===== config.mk =====
export PLATFORM = sky130hd
export DESIGN_NAME = rbadd_row
export DESIGN_NICKNAME = d
export VERILOG_FILES = /design/src/rtl/rbadd_pkg.sv /design/src/rtl/rbadd_split.sv /design/src/rtl/rbadd_sub_stage.sv /design/src/rtl/rbadd_add_stage.sv /design/src/rtl/rbadd_cell.sv /design/src/rtl/rbadd_row.sv
export SDC_FILE = /design/constraint.sdc
export NUM_CORES = 1
export LEC_CHECK = 0
export BUFFER_PORTS_ARGS = -buffer_cell sky130_fd_sc_hd__buf_4
export CAP_MARGIN = 20
export CORE_ASPECT_RATIO = 1.25
export CORE_MARGIN = 2
export CORE_UTILIZATION = 50
export CTS_CLUSTER_DIAMETER = 150
export CTS_CLUSTER_SIZE = 20
export DETAILED_ROUTE_END_ITERATION = 12
export GPL_TIMING_DRIVEN = 0
export HOLD_SLACK_MARGIN = 0.06
export PLACE_DENSITY = 0.76
export SYNTH_ARGS = -nofsm -noshare
export SYNTH_HDL_FRONTEND = slang
export SYNTH_HIERARCHICAL = 1
export SYNTH_SLANG_ARGS = --single-unit
export TNS_END_PERCENT = 20

===== constraint.sdc =====
create_clock -name clk -period 4.2 [get_ports clk]
set_input_delay 0.84 -clock clk [delete_from_list [all_inputs] [get_ports clk]]
set_output_delay 0.84 -clock clk [all_outputs]
set_load 0.05 [all_outputs]

===== src/rtl/rbadd_pkg.sv =====
package rbadd_pkg;

    // One signed bit: value = (-1)^neg * mag
    typedef struct packed {
        logic neg;
        logic mag;
    } sdigit_t;

    // Integer value of a sign/magnitude digit word of width w
    function automatic int word_val(input logic [31:0] n, input logic [31:0] m, input int w);
        int v;
        v = 0;
        for (int i = 0; i < 32; i++) begin
            if (i < w && m[i]) begin
                v = n[i] ? v - (1 << i) : v + (1 << i);
            end
        end
        return v;
    endfunction

endpackage


===== src/rtl/rbadd_split.sv =====
module rbadd_split
    import rbadd_pkg::*;
(
    input  sdigit_t dig,
    output logic    pos,
    output logic    neg
);
    // negative zero yields no part on either rail
    assign pos = dig.mag & ~dig.neg;
    assign neg = dig.mag &  dig.neg;
endmodule


===== src/rtl/rbadd_sub_stage.sv =====
module rbadd_sub_stage (
    input  logic       ap,
    input  logic       an,
    input  logic       bp,
    input  logic       bn,
    output logic       tp_out,
    output logic [1:0] w_mag
);
    // interim w is in {-2..0}; w_mag carries -w
    logic signed [3:0] s;
    logic signed [3:0] wv;

    always_comb begin
        s = $signed({3'b000, ap}) + $signed({3'b000, bp})
          - $signed({3'b000, an}) - $signed({3'b000, bn});
        if (s >= 4'sd1) begin
            tp_out = 1'b1;
            wv     = s - 4'sd2;
        end else begin
            tp_out = 1'b0;
            wv     = s;
        end
        w_mag = 2'(-wv);
    end
endmodule


===== src/rtl/rbadd_add_stage.sv =====
module rbadd_add_stage
    import rbadd_pkg::*;
(
    input  logic [1:0] w_mag,
    input  logic       tp_in,
    input  logic       tn_in,
    output logic       tn_out,
    output sdigit_t    sum_dig
);
    logic signed [3:0] z;
    logic signed [3:0] dv;
    logic              dbit;

    always_comb begin
        z = $signed({3'b000, tp_in}) - $signed({2'b00, w_mag});
        if (z < 4'sd0) begin
            tn_out = 1'b1;
            dv     = z + 4'sd2;
        end else begin
            tn_out = 1'b0;
            dv     = z;
        end
        dbit = dv[0];
        // result = dbit - tn_in, zero always with sign 0
        sum_dig.mag = dbit ^ tn_in;
        sum_dig.neg = ~dbit & tn_in;
    end
endmodule


===== src/rtl/rbadd_cell.sv =====
module rbadd_cell
    import rbadd_pkg::*;
(
    input  sdigit_t a_dig,
    input  sdigit_t b_dig,
    input  logic    pos_in,
    input  logic    neg_in,
    output logic    pos_out,
    output logic    neg_out,
    output sdigit_t sum_dig
);
    logic       ap, an, bp, bn;
    logic [1:0] w_mag;

    rbadd_split u_split_a (.dig(a_dig), .pos(ap), .neg(an));
    rbadd_split u_split_b (.dig(b_dig), .pos(bp), .neg(bn));

    rbadd_sub_stage u_sub (
        .ap(ap), .an(an), .bp(bp), .bn(bn),
        .tp_out(pos_out), .w_mag(w_mag)
    );

    rbadd_add_stage u_add (
        .w_mag(w_mag), .tp_in(pos_in), .tn_in(neg_in),
        .tn_out(neg_out), .sum_dig(sum_dig)
    );
endmodule


===== src/rtl/rbadd_row.sv =====
module rbadd_row
    import rbadd_pkg::*;
#(
    parameter int WIDTH = 4
) (
    input  logic             clk,
    input  logic             rst,
    input  logic [WIDTH-1:0] a_neg,
    input  logic [WIDTH-1:0] a_mag,
    input  logic [WIDTH-1:0] b_neg,
    input  logic [WIDTH-1:0] b_mag,
    input  logic             pos_in,
    input  logic             neg_in,
    output logic [WIDTH-1:0] s_neg,
    output logic [WIDTH-1:0] s_mag,
    output logic             pos_out,
    output logic             neg_out
);
    localparam int CHAIN = WIDTH + 1;

    logic [CHAIN-1:0] pchain;
    logic [CHAIN-1:0] nchain;
    logic [WIDTH-1:0] sum_neg;
    logic [WIDTH-1:0] sum_mag;

    assign pchain[0] = pos_in;
    assign nchain[0] = neg_in;

    for (genvar g = 0; g < WIDTH; g++) begin : g_cell
        sdigit_t a_d, b_d, s_d;
        assign a_d = '{neg: a_neg[g], mag: a_mag[g]};
        assign b_d = '{neg: b_neg[g], mag: b_mag[g]};

        rbadd_cell u_cell (
            .a_dig(a_d), .b_dig(b_d),
            .pos_in(pchain[g]), .neg_in(nchain[g]),
            .pos_out(pchain[g+1]), .neg_out(nchain[g+1]),
            .sum_dig(s_d)
        );

        assign sum_neg[g] = s_d.neg;
        assign sum_mag[g] = s_d.mag;
    end

    always_ff @(posedge clk) begin
        if (rst) begin
            s_neg   <= '0;
            s_mag   <= '0;
            pos_out <= 1'b0;
            neg_out <= 1'b0;
        end else begin
            s_neg   <= sum_neg;
            s_mag   <= sum_mag;
            pos_out <= pchain[WIDTH];
            neg_out <= nchain[WIDTH];
        end
    end
endmodule


## Word-level counts from Yosys, hierarchy flattened

Index checks and enable logic that the tools add are counted.

| operators by class | value |
|---|---|
| bitwise logic cells | 36 |
| muxes and demuxes | 16 |
| order comparisons | 8 |
| add/sub/neg operators | 28 |

Operator list:

| kind | number |
|---|---|
| subtractor 4 x 2 -> 4 bit | 8 |
| AND 1 bit | 20 |
| >= comparator 4 x 2 -> 1 bit, second input constant | 4 |
| < comparator 3 x 1 -> 1 bit, second input constant | 4 |
| 2-to-1 mux 1 bit | 12 |
| inverter 1 bit | 12 |
| subtractor 1 x 2 -> 3 bit | 4 |
| adder 1 x 1 -> 2 bit | 4 |
| 2-to-1 mux 2 bit | 4 |
| negator 2 bit | 4 |
| subtractor 2 bit, second input constant | 4 |
| adder 1 bit, second input constant | 4 |
| XOR 1 bit | 4 |

| storage, ports and cells | value |
|---|---|
| output and inout port bits | 10 |
| logic and storage cells | 92 |
| input port bits | 20 |
| register bits | 10 |

## Depth between registers and ports, before layout

Gate-level depths: netlist of the first run.

| depth | value |
|---|---|
| depth in word-level cells | 13 |
| depth in mapped cells | 15 |
| depth with buffers taken out | 15 |

## Modules after synthesis

Netlist of the first run, hierarchy kept.

Modules (own cells, without submodules):

| module | area each (um2) | cells each | sequential area each (um2) | instances |
|---|---|---|---|---|
| rbadd_sub_stage | 102.6 | 13 | 0.0 | 4 |
| rbadd_row | 262.8 | 20 | 200.2 | 1 |
| rbadd_add_stage | 38.8 | 5 | 0.0 | 4 |
| rbadd_split | 16.3 | 2 | 0.0 | 8 |

## Worst setup path after synthesis of the first run

No wires, ideal clock.

| timing path | value |
|---|---|
| path kind | input to register |
| start point | input b_neg[0] |
| end point | register s_mag[2] |
| cell stages on the path | 15 |
| setup slack | 0.877 ns |
| required time | 4.086 ns |
| setup time | 0.114 ns |
| data arrival time | 3.209 ns |
| path buffers | 0 |
| path through | and2b_2 > inv_1 > ha_1 > inv_1 > ha_1 > inv_1 > ha_1 > fa_1 > a21oi_1 > inv_1 > ha_1 > or2_1 > ha_1 > inv_1 > nor2b_1 |

RTL lines:

| element | line | RTL |
|---|---|---|
| start: declaration | rbadd_row.sv:10 | `input logic [WIDTH-1:0] b_neg,` |
| end signal: assignment | rbadd_row.sv:53 | `s_mag <= sum_mag;` |
| end: declaration | rbadd_row.sv:15 | `output logic [WIDTH-1:0] s_mag,` |

==> run summary, run 1 <==
Switch share: 41.5%
Final core occ: 68.4%
Crit path time final: 3.29 ns
P_sw: 0.191 mW
Root Buffer: clkbuf_4
Rel. slew slack: 90.2%
Iteration-0 DRC count of the detailed router: 0
Power Density: 376 mW/mm2
Syn Nets: 152
Clock power frac: 12.9%
Worst min path class: in -> reg
Synth cell types: 12
Pre-Repair DR Iteration Count: 1
Worst min-delay path endpoint: s_mag[2]$_SDFF_PP0_
Longest Clk Path Bufs: 2
Internal power: 0.269 mW
CP Data Arrival Time: 3.44 ns
Core Area: 0.00179 mm2
Number of global-route vias before repair: 684
CP cell instances: buf_4 > and2b_2 > inv_1 > ha_1 > inv_1 > ha_1 > inv_1 > ha_1 > fa_1 > a21oi_1 > inv_1 > ha_1 > or2_1 > ha_1 > inv_1 > nor2b_1
CP startpoint kind: input port
Fin. max-slew vios: 0
HPWL after DPL: 1250 um
Data required, critical path: 4.35 ns
Global Route Usage Sum: 13.2%
Synth Area in Compound Gates: 4.18%
Status: finished, final reports clean
Crit path buffers/inverters: 6
Cts repair resizes: 0
CTS Buf Count: 3
CP Class: in -> reg
Critical-path maximum fanout: 3
Die H: 53.0 um
Hold Vio Cnt, Final: 0
Tcrit/Tclk final: 78.4%
Final instance area: 0.00122 mm2
Setup bufs post-CTS: 0
Most frequent cells in the layout: buf_4, inv_1, ha_1
Area after DPL: 0.00120 mm2
Avg WL per Cell: 8.18 um
Simple-gate share of the synthesized area: 25.8%
Commonest non-fill, non-tap cell in the layout: buf_4
First-pass GRT wire length: 2290 um
Clock slew at reported path FFs: 0.06 ns
Post-Syn Instances: 108
CP max-delay cell: fa_1
CTS Hold Bufs: 0
Sum of negative setup slack: 0 ns
Gpl congestion: 0.643
Rows: 17
Max stage delay on crit path: 0.47 ns
Mapped cell area: 958 um2
Routed vias: 753
Synthesis-stage register bit count: 10
Unrepaired setup endpoints after global routing: false
Fmax: 0.304 GHz
Total Wirelength: 1300 um
Mapped Avg Cell Area: 8.87 um2
YS warnings: 6
Tightest Pin Transition: 0.149 ns
Total die area: 0.00229 mm2
IR drop worst, VDD: 149 uV
Cell family with most CP delay: adder cells
Setup-failing EPs final: 0
Aggregate global routing overflow: 0
H-Tree Level Count: 1
Fraction of layout instances using a drive strength above 1: 34.3%
Hold Path Stages: 2
Initial antenna violation count: 0
Largest family of logic cells by synthesized area: adder cells
Maximum capacitance violations: 0
Mux share of post-synthesis cell area: 0%
Static Leak: 0.696 nW
Synth Area in Adders: 34.5%
ANT cells: 0
Nets: 186
Top Ports: 30
Register share of total power: 27.1%
CP endpoint kind: flop
Starting Density: 53.6%
Final ANT Viol Nets: 0
CTS tree: done
Die Width: 43.2 um
CP Depth: 16
Port bufs: 29
Sequential fraction of the synthesis area: 20.9%
Largest net degree at the start of global routing: 11
Post-route DRC: 0
Area growth from synthesis to layout: 27.5%
Post-Synth XOR/XNOR Area: 3.66%
Clock Sinks: 10
Routed vias/inst: 4.74
Logic pwr share: 60.0%
Worst Hold Launch: rst
[cell usage after synthesis]
cell | count | area (um2)
fa_1 | 4 | 80.1
dfxtp_1 | 10 | 200
ha_1 | 20 | 250
nand3b_1 | 4 | 30.0
nor2b_1 | 10 | 62.6
o21ai_1 | 4 | 20.0
a21oi_1 | 4 | 20.0
and2b_2 | 8 | 70.1
xor2_1 | 4 | 35.0
inv_1 | 28 | 105
or2_1 | 4 | 25.0
and2_2 | 8 | 60.1
[power groups by stage]
stage,clock network [mW],logic (mW),registers [mW]
2_1_floorplan,0,0.124,0.211
3_3_place_gp,0,0.272,0.126
3_5_place_dp,0,0.281,0.127
4_1_cts,0.0630,0.282,0.125
5_1_grt,0.0643,0.312,0.126
6_report,0.0593,0.276,0.124
[per-stage QoR]
stage	power (mW)	worst slack, ns	std cells	hold WS, ns
CTS	0.470	0.894	159	0.814
global placement	0.398	0.696	156	1.08
global route	0.502	0.783	159	0.826
detailed placement	0.408	0.612	156	1.09
floorplan	0.334	0.877	108	0.912
finish	0.459	0.908	159	0.822
[layer usage]
metal	wire, um	part of all wire, %	up-vias	track usage (%)
met5	0	0	-	0
met2	728	56	20	28.1
met3	76	5.8	2	1.37
met4	12	0.92	0	9.09
met1	482	37	338	10.6
li1	-	-	393	-
[worst max-delay path by stage]
stage | to | from
floorplan | s_mag[2]$_SDFF_PP0_ | b_neg[0]
global placement | s_mag[2]$_SDFF_PP0_ | b_neg[0]
detailed placement | s_mag[3]$_SDFF_PP0_ | b_neg[1]
CTS | s_mag[3]$_SDFF_PP0_ | b_neg[1]
global route | s_mag[3]$_SDFF_PP0_ | b_neg[1]
finish | s_mag[3]$_SDFF_PP0_ | b_neg[1]
[layout make-up]
cell class                 count  area (um2)
fill                         160         564
sequential                    10         200
tap                           19        23.8
timing repair buffer          29         218
clock buffer                   3        22.5
multi-input combinational     70         653
inverter                      28         105
[cells by family (layout without fill, tap and decap cells)]
| group | count (synthesis) | in the layout |
|---|---|---|
| buffers and inverters | 28 | 60 |
| and+or+nand+nor | 34 | 34 |
| xor gates and xnor gates | 4 | 4 |
| DFF | 10 | 10 |
| adders and majority gates | 24 | 24 |
| AOI/OAI and AO/OA | 8 | 8 |
[sequential cells by signal (all words and copies together), names as in the netlist]
name     flops
neg_out      1
pos_out      1
s_neg        4
s_mag        4
No activity file was read; power rests on OpenSTA's default activity.
==> inputs of run 2 (changes only) <==
clock period = 3.2 ns   (was 4.2 ns; I/O delays follow)
==> run 2 against run 1 <==
Net effect:
- hold slack worse by 0.20 ns
- die area unchanged
- sequential share of layout area decreased by 0.20 points
- largest power group unchanged
- core utilization increased by 0.84 points
- clock power is 31% higher
- setup slack lost 0.83 ns
- cell area rose by 1.2%
==> run summary, run 2 (synthesis results as in run 1) <==
Status: finished, final reports clean
Tcrit/Tclk final: 97.7%
Final hold slack: 0.622 ns (-0.200 ns)
Total die area: 0.00229 mm2 (unchanged)
Setup-failing EPs final: 0 (unchanged)
CTS tree: done
Met3 WL: 76 um (unchanged)
Data required, critical path: 3.35 ns (-1.00 ns)
Fraction of layout instances using a drive strength above 1: 36.4% (+2.1 points)
Most frequent cells in the layout: buf_4, inv_1, ha_1
Routed vias: 761 (+1.1%)
Final instance area: 0.00124 mm2 (+1.2%)
HPWL after DPL: 1250 um (unchanged)
Place WS: -0.188 ns (-0.800 ns)
Sum of negative setup slack: 0 ns (unchanged)
Worst min path class: in -> reg
Unrepaired setup endpoints after global routing: true
H-Tree Level Count: 1 (unchanged)
Final ANT Viol Nets: 0 (unchanged)
CTS Buf Count: 3 (unchanged)
CP startpoint kind: input port
Global Route Usage Sum: 13.2% (unchanged)
Commonest non-fill, non-tap cell in the layout: buf_4
Pre-Repair DR Iteration Count: 2 (+1)
Total Wirelength: 1400 um (+7.8%)
Rel. slew slack: 90.5% (+0.31 points)
Setup ws final: 0.0731 ns (-0.835 ns)
CTS Hold Bufs: 0 (unchanged)
Post-route DRC: 0 (unchanged)
Rows: 17 (unchanged)
Critical-path maximum fanout: 3 (unchanged)
Aggregate global routing overflow: 0 (unchanged)
Gpl congestion: 0.643 (unchanged)
Max stage delay on crit path: 0.51 ns (+0.04 ns)
Top Ports: 30 (unchanged)
ANT cells: 0 (unchanged)
CP cell instances: buf_4 > and2b_2 > inv_2 > ha_4 > inv_1 > ha_1 > inv_1 > ha_2 > fa_1 > a21oi_1 > inv_1 > ha_1 > or2_1 > ha_1 > inv_1 > nor2b_1
Starting Density: 53.6% (unchanged)
Initial antenna violation count: 0 (unchanged)
Met2 Wirelength: 802 um (+10%)
Avg WL per Cell: 8.81 um (+7.8%)
Clock Sinks: 10 (unchanged)
Crit path time final: 3.13 ns
Top flop regs: s_mag: 4 flops, s_neg: 4 flops
Tightest Pin Transition: 0.142 ns (-0.00632 ns)
Uppermost layer routed: met4
Area after DPL: 0.00120 mm2 (unchanged)
Finished Layout Cells: 159 (unchanged)
CP Class: in -> reg
Nets: 186 (unchanged)
Maximum capacitance violations: 0 (unchanged)
Static Leak: 0.694 nW (-0.30%)
CP max-delay cell: fa_1
CP endpoint kind: flop
Area growth from synthesis to layout: 29.1%
Root Buffer: clkbuf_4
First-pass GRT wire length: 2290 um (unchanged)
Iteration-0 DRC count of the detailed router: 1 (+1)
CP Data Arrival Time: 3.27 ns (-0.17 ns)
Post-Place Cells: 156 (unchanged)
Die H: 53.0 um (unchanged)
Routed vias/inst: 4.79 (+1.1%)
Number of global-route vias before repair: 684 (unchanged)
IR drop worst, VDD: 197 uV (+32%)
Largest net degree at the start of global routing: 11 (unchanged)
Fin. max-slew vios: 0 (unchanged)
Fmax: 0.320 GHz
Total power: 0.608 mW (+32%)
Core Area: 0.00179 mm2 (unchanged)
Longest Clk Path Bufs: 2 (unchanged)
Clock slew at reported path FFs: 0.06 ns (about the same)
Most used cell, CP: inv_1
Port bufs: 29 (unchanged)
Hold Vio Cnt, Final: 0 (unchanged)
Wl on met1: 509 um (+5.6%)
Final core occ: 69.3% (+0.84 points)
Power Density: 491 mW/mm2 (+31%)
Die Width: 43.2 um (unchanged)
==> run 2: layer usage <==
| metal | global-route usage, % | up-vias |
|---|---|---|
| met5 | 0 | - |
| met1 | 10.6 | 346 |
| met3 | 1.37 | 2 |
| met4 | 9.09 | 0 |
| met2 | 28.1 | 20 |
| li1 | - | 393 |
==> run 2: final timing paths <==
path                                   to      from  depth (start not counted)  slack (ns)
worst min-delay path  s_mag[2]$_SDFF_PP0_       rst                          2        0.62
worst max-delay path  s_mag[3]$_SDFF_PP0_  b_neg[1]                         16        0.07
==> run 2: timing repair <==
action	CTS	global route
gates resized for setup	0	3
setup buffers	0	0
setup endpoints to repair	0	2
==> run 2: layout make-up <==
class                   count  area [um2]
well taps                  19        23.8
flip-flops and latches     10         200
clock buffers               3        22.5
fillers                   157         549
inverters                  28         105
multi-input cells          70         668
repair buffers             29         218
==> run 2: report_power, final <==
group	switching (mW)	total, mW	internal, mW	leakage, nW
clock	0.0349	0.0779	0.0430	0.0138
combinational	0.211	0.367	0.156	0.598
sequential	0.00729	0.163	0.156	0.0828
==> run 2: worst max-delay path, delay by kind of cell <==
kind / cells / cell delay [ns]
adder cells (fa/ha/maj): 6 / 1.63
AND/OR/NAND/NOR: 3 / 0.51
buffers and inverters: 6 / 0.31
AO/OA/AOI/OAI: 1 / 0.17
==> inputs of run 3 (changes only) <==
CORE_UTILIZATION = 28   (was 50)
PLACE_DENSITY = 0.47   (was 0.76)
==> run 3 against run 2 <==
Net effect:
- non-clock buffer count rose by 1
- die area rose by 71%
- wire length rose by 3.9%
- largest power group unchanged
- combinational power rose by 4%
- cell area rose by 7.6%
==> run summary, run 3 (synthesis results as in run 1) <==
H-Tree Level Count: 1 (unchanged)
Internal power: 0.428 mW (+21%)
Nets: 187 (+0.54%)
Cell family with most CP delay: adder cells
CP max-delay cell: fa_1
Avg WL per Cell: 8.13 um (-7.7%)
Crit path buffers/inverters: 6 (unchanged)
Fmax: 0.324 GHz (+1.4%)
Commonest non-fill, non-tap cell in the layout: buf_4
CP cell instances: buf_4 > and2b_2 > inv_2 > ha_4 > inv_2 > ha_4 > inv_2 > ha_4 > fa_1 > a21oi_1 > inv_1 > ha_2 > or2_1 > ha_1 > inv_1 > nor2b_1
Sum of negative setup slack: 0 ns (unchanged)
Rel. slew slack: 89.7% (-0.80 points)
Global Route Usage Sum: 8.54% (-4.7 points)
Total Wirelength: 1460 um (+3.9%)
Clock Sinks: 10 (unchanged)
Setup ws final: 0.115 ns (+0.0422 ns)
Data required, critical path: 3.32 ns (-0.03 ns)
CTS tree: done
Setup-failing EPs final: 0 (unchanged)
P_sw: 0.269 mW (+6.4%)
Critical-path maximum fanout: 3 (unchanged)
Total die area: 0.00391 mm2 (+71%)
Status: finished, final reports clean
Maximum capacitance violations: 0 (unchanged)
Final core occ: 40.9% (-28 points)
Most frequent cells in the layout: buf_4, inv_1, ha_1
HPWL after DPL: 1310 um (+4.8%)
CP Data Arrival Time: 3.21 ns (-0.06 ns)
CTS Hold Bufs: 0 (unchanged)
CTS Buf Count: 3 (unchanged)
Tcrit/Tclk final: 96.4% (-1.3 points)
Port bufs: 29 (unchanged)
Worst min path class: in -> reg
Final instance area: 0.00133 mm2 (+7.6%)
Area after DPL: 0.00122 mm2 (+1.9%)
Routed vias: 735 (-3.4%)
Power Density: 524 mW/mm2 (+6.6%)
Rows: 23 (+6)
Clock power frac: 21.7% (+8.9 points)
CP Class: in -> reg
Filler cells: 339 (+120%)
Post-route DRC: 0 (unchanged)
Root Buffer: clkbuf_8
Logic pwr share: 54.8% (-5.5 points)
CP endpoint kind: flop
IR drop worst, VDD: 351 uV (+79%)
Hold Path Stages: 2 (unchanged)
Largest net degree at the start of global routing: 11 (unchanged)
Core Area: 0.00325 mm2 (+82%)
Area growth from synthesis to layout: 38.9%
Crit path time final: 3.08 ns (-0.0422 ns)
Iteration-0 DRC count of the detailed router: 4 (+3)
Clock slew at reported path FFs: 0.05 ns (about the same)
Hold Vio Cnt, Final: 0 (unchanged)
Die Width: 56.3 um (+31%)
Die H: 69.4 um (+31%)
Tightest Pin Transition: 0.154 ns (+0.0120 ns)
Longest Clk Path Bufs: 2 (unchanged)
Max stage delay on crit path: 0.49 ns (-0.02 ns)
Top flop regs: s_mag: 4 flops, s_neg: 4 flops
Place WS: -0.165 ns (+0.0234 ns)
Static Leak: 0.709 nW (+2.1%)
Top Ports: 30 (unchanged)
Register share of total power: 23.5% (-3.3 points)
ANT cells: 0 (unchanged)
CP startpoint kind: input port
Fin. max-slew vios: 0 (unchanged)
Pre-Repair DR Iteration Count: 2 (unchanged)
Initial antenna violation count: 0 (unchanged)
CP Depth: 16 (unchanged)
Fraction of layout instances using a drive strength above 1: 41.5% (+5.1 points)
Starting Density: 29.5% (-24 points)
First-pass GRT wire length: 2750 um (+20%)
Switch share: 38.6% (-3.0 points)
Gpl congestion: 0.628 (-2.2%)
Routed vias/inst: 4.11 (-14%)
Final ANT Viol Nets: 0 (unchanged)
Aggregate global routing overflow: 0 (unchanged)
Number of global-route vias before repair: 762 (+11%)
-- run 3: cell types whose count changed in the layout (fill, tap and decap cells not counted) --
cell | previous run | this run
buf_4 | 29 | 30
a21oi_1 | 4 | 3
clkbuf_8 | 0 | 4
a21oi_2 | 0 | 1
ha_2 | 1 | 2
ha_4 | 1 | 3
ha_1 | 18 | 15
clkbuf_4 | 3 | 0
inv_2 | 1 | 3
inv_1 | 27 | 25
-- run 3: power by group through the flow --
stage                     Combinational (mW)  Sequential [mW]  Clock [mW]
after floorplan                        0.162            0.276           0
after global placement                 0.369            0.166           0
after detailed placement               0.373            0.166           0
after CTS                              0.375            0.164       0.155
after global routing                   0.430            0.168       0.162
final                                  0.382            0.164       0.151
-- run 3: final timing paths --
check,start,endpoint,slack [ns]
setup / recovery,b_neg[0],s_mag[2]$_SDFF_PP0_,0.12
hold / removal,rst,s_neg[1]$_SDFF_PP0_,0.65
-- run 3: layout make-up --
type                       instances  area (um2)  area share [%]
clock buffer                       4        55.1            4.14
timing repair buffer              30         225            16.9
inverter                          28         105            7.89
sequential                        10         200            15.0
tap                               37        46.3            3.48
multi-input combinational         70         699            52.5
-- run 3: repair_timing --
action,in CTS,in global routing
setup endpoints to repair,0,2
setup buffers,0,1
gates resized for setup,0,10
-- run 3: routing by layer --
metal / vias to the layer above / global-route usage (%) / routed length [um]
met3: 2 / 0.746 / 58
li1: 396 / - / -
met1: 316 / 8.23 / 563
met2: 21 / 16.6 / 811
met5: - / 0 / 0
met4: 0 / 5.56 / 22
-- run 3: per-stage QoR --
stage	hold WS, ns	cells	power, mW
after floorplan	0.712	108	0.439
after global placement	0.891	174	0.535
after detailed placement	0.890	174	0.540
after CTS	0.647	178	0.694
after global routing	0.653	179	0.760
final	0.648	179	0.697
